## config.mk

```make
export PLATFORM = sky130hd
export DESIGN_NAME = ovfl_flag_ctrl
export DESIGN_NICKNAME = d
export VERILOG_FILES = /design/src/rtl/ovfl_pkg.sv /design/src/rtl/ovfl_ctrl.sv /design/src/rtl/ovfl_regs.sv /design/src/rtl/ovfl_flag_ctrl.sv
export SDC_FILE = /design/constraint.sdc
export NUM_CORES = 1
export LEC_CHECK = 0
export CAP_MARGIN = 0
export CORE_MARGIN = 2
export CORE_UTILIZATION = 48
export CTS_BUF_LIST = sky130_fd_sc_hd__clkbuf_8
export CTS_CLUSTER_SIZE = 20
export DETAILED_ROUTE_END_ITERATION = 8
export DONT_BUFFER_PORTS = 1
export HOLD_SLACK_MARGIN = 0.08
export PLACE_DENSITY = 0.63
export SYNTH_ARGS = -nofsm -noshare
export SYNTH_HDL_FRONTEND = slang
export SYNTH_HIERARCHICAL = 1
export SYNTH_SLANG_ARGS = --single-unit
```

## constraint.sdc

```tcl
create_clock -name clk -period 4 [get_ports clk]
set_input_delay 0.6 -clock clk [delete_from_list [all_inputs] [get_ports clk]]
set_output_delay 0.6 -clock clk [all_outputs]
set_load 0.005 [all_outputs]
```

## src/rtl/ovfl_pkg.sv

```systemverilog
package ovfl_pkg;
  typedef struct packed {
    logic captureEn;
    logic wrStatus;
    logic wrMask;
    logic selStatus;
    logic selMask;
  } ovflStb_t;
endpackage

```

## src/rtl/ovfl_ctrl.sv

```systemverilog
module ovfl_ctrl
  import ovfl_pkg::*;
#(
  parameter int HOLD_CYCLES = 16384,
  parameter int ADDR_W      = 8,
  parameter int STATUS_ADDR = 2,
  parameter int MASK_ADDR   = 3
) (
  input  logic              clk,
  input  logic              rst,
  input  logic              regMode,
  input  logic              anyOvr,
  input  logic              wrEn,
  input  logic [ADDR_W-1:0] regAddr,
  output ovflStb_t          stb,
  output logic              holdLow
);
  localparam int CNT_W = $clog2(HOLD_CYCLES + 1);
  localparam logic [CNT_W-1:0] LAST = CNT_W'(HOLD_CYCLES - 1);

  logic             holdActive;
  logic [CNT_W-1:0] holdCnt;

  // restartable hold window; counts cycles after the latest over-range
  always_ff @(posedge clk) begin
    if (rst) begin
      holdActive <= 1'b0;
      holdCnt    <= '0;
    end else if (!regMode && anyOvr) begin
      holdActive <= 1'b1;
      holdCnt    <= '0;
    end else if (holdActive) begin
      if (holdCnt == LAST) begin
        holdActive <= 1'b0;
        holdCnt    <= '0;
      end else begin
        holdCnt <= holdCnt + 1'b1;
      end
    end
  end

  assign holdLow = !regMode && (anyOvr || holdActive);

  always_comb begin
    stb.captureEn = regMode;
    stb.selStatus = (regAddr == ADDR_W'(STATUS_ADDR));
    stb.selMask   = (regAddr == ADDR_W'(MASK_ADDR));
    stb.wrStatus  = wrEn && stb.selStatus;
    stb.wrMask    = wrEn && stb.selMask;
  end
endmodule

```

## src/rtl/ovfl_regs.sv

```systemverilog
module ovfl_regs
  import ovfl_pkg::*;
#(
  parameter int NUM_CH = 8
) (
  input  logic              clk,
  input  logic              rst,
  input  ovflStb_t          stb,
  input  logic [NUM_CH-1:0] overRange,
  input  logic [NUM_CH-1:0] wrData,
  output logic [NUM_CH-1:0] rdData,
  output logic [NUM_CH-1:0] statusVec,
  output logic [NUM_CH-1:0] maskVec,
  output logic              irq
);
  for (genvar g = 0; g < NUM_CH; g++) begin : gCh
    // set has priority over write-1-to-clear
    always_ff @(posedge clk) begin
      if (rst)                                statusVec[g] <= 1'b0;
      else if (stb.captureEn && overRange[g]) statusVec[g] <= 1'b1;
      else if (stb.wrStatus && wrData[g])     statusVec[g] <= 1'b0;
    end
  end

  always_ff @(posedge clk) begin
    if (rst)             maskVec <= '0;
    else if (stb.wrMask) maskVec <= wrData;
  end

  always_comb begin
    if (stb.selStatus)    rdData = statusVec;
    else if (stb.selMask) rdData = maskVec;
    else                  rdData = '0;
  end

  assign irq = stb.captureEn && |(statusVec & maskVec);
endmodule

```

## src/rtl/ovfl_flag_ctrl.sv

```systemverilog
module ovfl_flag_ctrl
  import ovfl_pkg::*;
#(
  parameter int NUM_CH      = 8,
  parameter int HOLD_CYCLES = 16384,
  parameter int ADDR_W      = 8,
  parameter int STATUS_ADDR = 2,
  parameter int MASK_ADDR   = 3
) (
  input  logic              clk,
  input  logic              rst,
  input  logic              regMode,
  input  logic [NUM_CH-1:0] overRange,
  input  logic              wrEn,
  input  logic [ADDR_W-1:0] regAddr,
  input  logic [NUM_CH-1:0] wrData,
  output logic [NUM_CH-1:0] rdData,
  output logic              ovflDriveLow,
  output logic              irq
);
  ovflStb_t          stb;
  logic [NUM_CH-1:0] statusVec;
  logic [NUM_CH-1:0] maskVec;

  ovfl_ctrl #(
    .HOLD_CYCLES(HOLD_CYCLES), .ADDR_W(ADDR_W),
    .STATUS_ADDR(STATUS_ADDR), .MASK_ADDR(MASK_ADDR)
  ) uCtrl (
    .clk(clk), .rst(rst), .regMode(regMode), .anyOvr(|overRange),
    .wrEn(wrEn), .regAddr(regAddr), .stb(stb), .holdLow(ovflDriveLow)
  );

  ovfl_regs #(.NUM_CH(NUM_CH)) uRegs (
    .clk(clk), .rst(rst), .stb(stb), .overRange(overRange),
    .wrData(wrData), .rdData(rdData), .statusVec(statusVec),
    .maskVec(maskVec), .irq(irq)
  );
endmodule

```

# After elaboration in Yosys (flattened, before gate mapping)
# Cells that the tools add are included.
# totals
output_inout_bits	10
register_bits	32
in_bits	28
wordCells	72
# op_classes
n_addsub	1
bitwise_logic	1
reduce_logical	34
muxes	22
eq_ne	3
# ops
operator	n
1-bit logical AND	21
1-bit two-way mux	19
8-bit by 2-bit equality test with 1-bit output, second input constant	2
8-bit two-way mux	2
2-bit nonzero test	8
8-bit OR reduction	2
15-bit by 1-bit adder with 15-bit output, second input constant	1
15-bit by 14-bit equality test with 1-bit output, second input constant	1
15-bit two-way mux	1
8-bit bitwise AND	1
2-bit OR reduction	1
1-bit logical NOT	1
1-bit logical OR	1

# Logic depth before layout (Yosys ltp)
# depth
word_depth	5
depth_mapped	7
ltp_nobuf	6

# Cells and area by module
# Netlist, hierarchy kept.
# modules_own_cells
module	cells_per_inst	instances	area_per_inst_um2
ovfl_ctrl	92	1	805.8
ovfl_regs	93	1	783.3
ovfl_flag_ctrl	3	1	16.3

# Worst setup path before layout
# OpenSTA, ideal clock, no wires.
# synth_timing
kind	input port to output port
start	input regAddr[5]
end	output rdData[4]
setup_slack_ps	1826
arrival_ps	1574
cell_stages	6
path_cell_list	nor4_1 -> nand3_1 -> nor2_1 -> buf_4 -> nand2_1 -> o21ai_1
# synth_rtl
element	line_no	rtl
start, declared	ovfl_flag_ctrl.sv:15	input logic [ADDR_W-1:0] regAddr,
end, declared	ovfl_flag_ctrl.sv:17	output logic [NUM_CH-1:0] rdData,

==> impl_metrics.tcl <==
set metrics [dict create \
    die_h_um 61.8 \
    synth_edf_count 0 \
    ant_nets 0 \
    drtIter0Drc 62 \
    cts_tree "yes" \
    ys_ff_latch 32 \
    placed_cells 222 \
    clk_latency_ns 0.28 \
    die_area_um2 3820 \
    wl_per_cell_um 14.6 \
    syn_area_um2 1610 \
    slew_headroom_pct 35.7 \
    antennaDiodeCount 0 \
    antenna_found_initial 0 \
    synth_area_leader_cell "dfxtp_1" \
    nets 214 \
    p_leak_nw 0.580 \
    yosysSeqAreaShare_pct 39.9 \
    grt_max_degree 19 \
    min_path_type "input port to flop" \
    grt_pass1_wl_um 5390 \
    syn_inst 188 \
    clk_path_buf_depth 2 \
    avgSynthCellArea_um2 8.54 \
    ir_worst_vdd_v 0.000250 \
    skew_ns 0.00307 \
    hp-start "rst" \
    cp-end-kind "output pin" \
    hold_violations 0 \
    grt.total_usage_pct 20.2 \
    synth_ff_type "dfxtp_1" \
    path_max_fanout 17 \
    power.density_nw_per_um2 403 \
    tightest_slew_ns 0.961 \
    r2r-end "uCtrl/holdCnt[5]" \
    synth_top_area_share_pct 39.9 \
    vias_per_cell 5.50 \
    die_w_um 61.8 \
    cts_buffers 5 \
    io_pins 38 \
    cts.clk_slew.worst_paths_ns 0.06 \
    drive_gt1_share_pct 9.14 \
    port_buffers 0 \
    tns_ns 0 \
    drc_errors 0 \
    h-tree-depth 2 \
    vias 1266 \
    netlist-cell-type-count 33 \
    fmax_mhz 385 \
    row_count 20 \
    ys_async_sr_fraction_pct 0 \
    crit_arrival_ns 2.00 \
    firstDrtPassIters 4 \
    hpwl_um 2550 \
    cap_violations 0 \
    status "completed" \
    r2r_start "uCtrl/holdCnt[0]" \
    rsz0062_at_grt "no" \
    fin_crit_sh_pct 64.9 \
    final-setup-viol-count 0 \
    fin_cells 230 \
    r2r_setup_slack_ns 2.17 \
    whs_endpoint "uRegs/statusVec[2]" \
    synth_most_common_cell "dfxtp_1" \
    routabilityCongestion 0.728 \
    cts_hold_repair.buffers 0 \
    initial_core_util_pct 51.3 \
    synthTopCellsByArea "dfxtp_1 (40%), nand2_1 (7.0%), nor2_1 (5.8%)" \
    start_kind "input port" \
    clock_sinks 32 \
    timing_worst_setup_path_type "input port to output pin" \
    grt_overflow 0 \
    fp.coreArea_um2 3130 \
    hold_depth 1 \
    r2r_cells 5 \
    grt_pass1_vias 1203 \
    routed_wirelength_um 3360 \
    synthToLayoutAreaGrowth_pct 6.78 \
    regArea_um2 641 \
    fillers 296 \
    multi_input_area_um2 870 \
    syn_nets 217 \
    cts_resized 0 \
    slew_violations 0 \
    utilization_pct 54.8 \
    required_ns 3.40 \
    netlist_top_cells_count "dfxtp_1 (32), nand2_1 (30), nor2_1 (25), xnor2_1 (10), mux2i_1 (9)" \
    postCtsSetupRepairBufs 0 \
    cts-root-buf "clkbuf_8" \
    synth-warning-count 6 \
    min_period_ns 2.60 \
]
==> report_power, final <==
part	total, mW	switching (mW)	internal, mW
combinational	0.0235	0.0110	0.0125
sequential	0.332	0.00646	0.326
clock	0.336	0.116	0.220
total	0.691	0.134	0.558
==> cells by family after synthesis <==
logic type	Yosys count	share of synthesized area (%)
AOI/OAI and AO/OA	34	16.8
xor gates and xnor gates	12	6.55
adders and majority gates	1	0.779
buffers and inverters	16	5.92
DFF	32	39.9
muxes	9	5.61
and+or+nand+nor	84	24.5
==> how the worst max path moves through the flow <==
stage               start         to  slack [ns]  cells past startpoint
3_5_place_dp   regAddr[5]  rdData[1]        1.41                      4
5_1_grt        regAddr[5]  rdData[3]        1.14                      4
4_1_cts        regAddr[5]  rdData[1]        1.41                      4
3_3_place_gp   regAddr[5]  rdData[3]        1.47                      4
2_1_floorplan  regAddr[5]  rdData[4]        1.83                      6
6_report       regAddr[5]  rdData[1]        1.40                      4
==> placed cells by master, fill, tap and decap left out, types with 2 or more instances in the layout <==
master,n
xor2_1,2
a21bo_1,8
a22oi_1,4
nand4_2,2
a21oi_1,6
inv_1,6
nand4_1,3
dfxtp_1,32
o21ai_0,3
o21ai_1,5
nor3_1,4
nand3_1,4
mux2i_1,9
nand2b_1,2
clkbuf_8,7
nand2_1,30
and2_1,5
nor2_1,25
nor4_1,6
xnor2_1,10
a21oi_2,3
==> flip-flops by register name (all words and copies together) (netlist names) <==
register,flops
uCtrl/holdCnt,15
uRegs/statusVec,8
uCtrl/holdActive,1
uRegs/maskVec,8
==> worst max-delay path, stage by stage <==
cell	delay, ns
nor4_1	0.25
nand3_1	0.13
nor2_1	0.74
o21ai_0	0.28
==> stage by stage <==
stage	power, mW	area [um^2]	hold WS, ns	worst slack (ns)
6_report	0.691	1710	0.370	1.40
5_1_grt	0.718	1710	0.350	1.14
4_1_cts	0.700	1710	0.360	1.41
3_5_place_dp	0.363	1590	0.518	1.41
3_3_place_gp	0.361	1590	0.496	1.47
2_1_floorplan	0.363	1610	0.483	1.83
==> metal layers <==
metal	GRT usage, %	vias up	share of wire (%)
met1	26.2	589	44
met3	7.25	2	7.0
li1	-	629	-
met2	31.1	46	48
met4	7.29	0	0.45
met5	0	-	0
==> cell type report <==
type                            count  area share (%)
Sequential cell                    32            37.4
Clock inverter                      1            1.75
Inverter                            6            1.31
Multi-Input combinational cell    140            50.7
Tap cell                           44            3.21
Clock buffer                        7            5.62
Note: power is estimated with default switching activity, not from simulation.
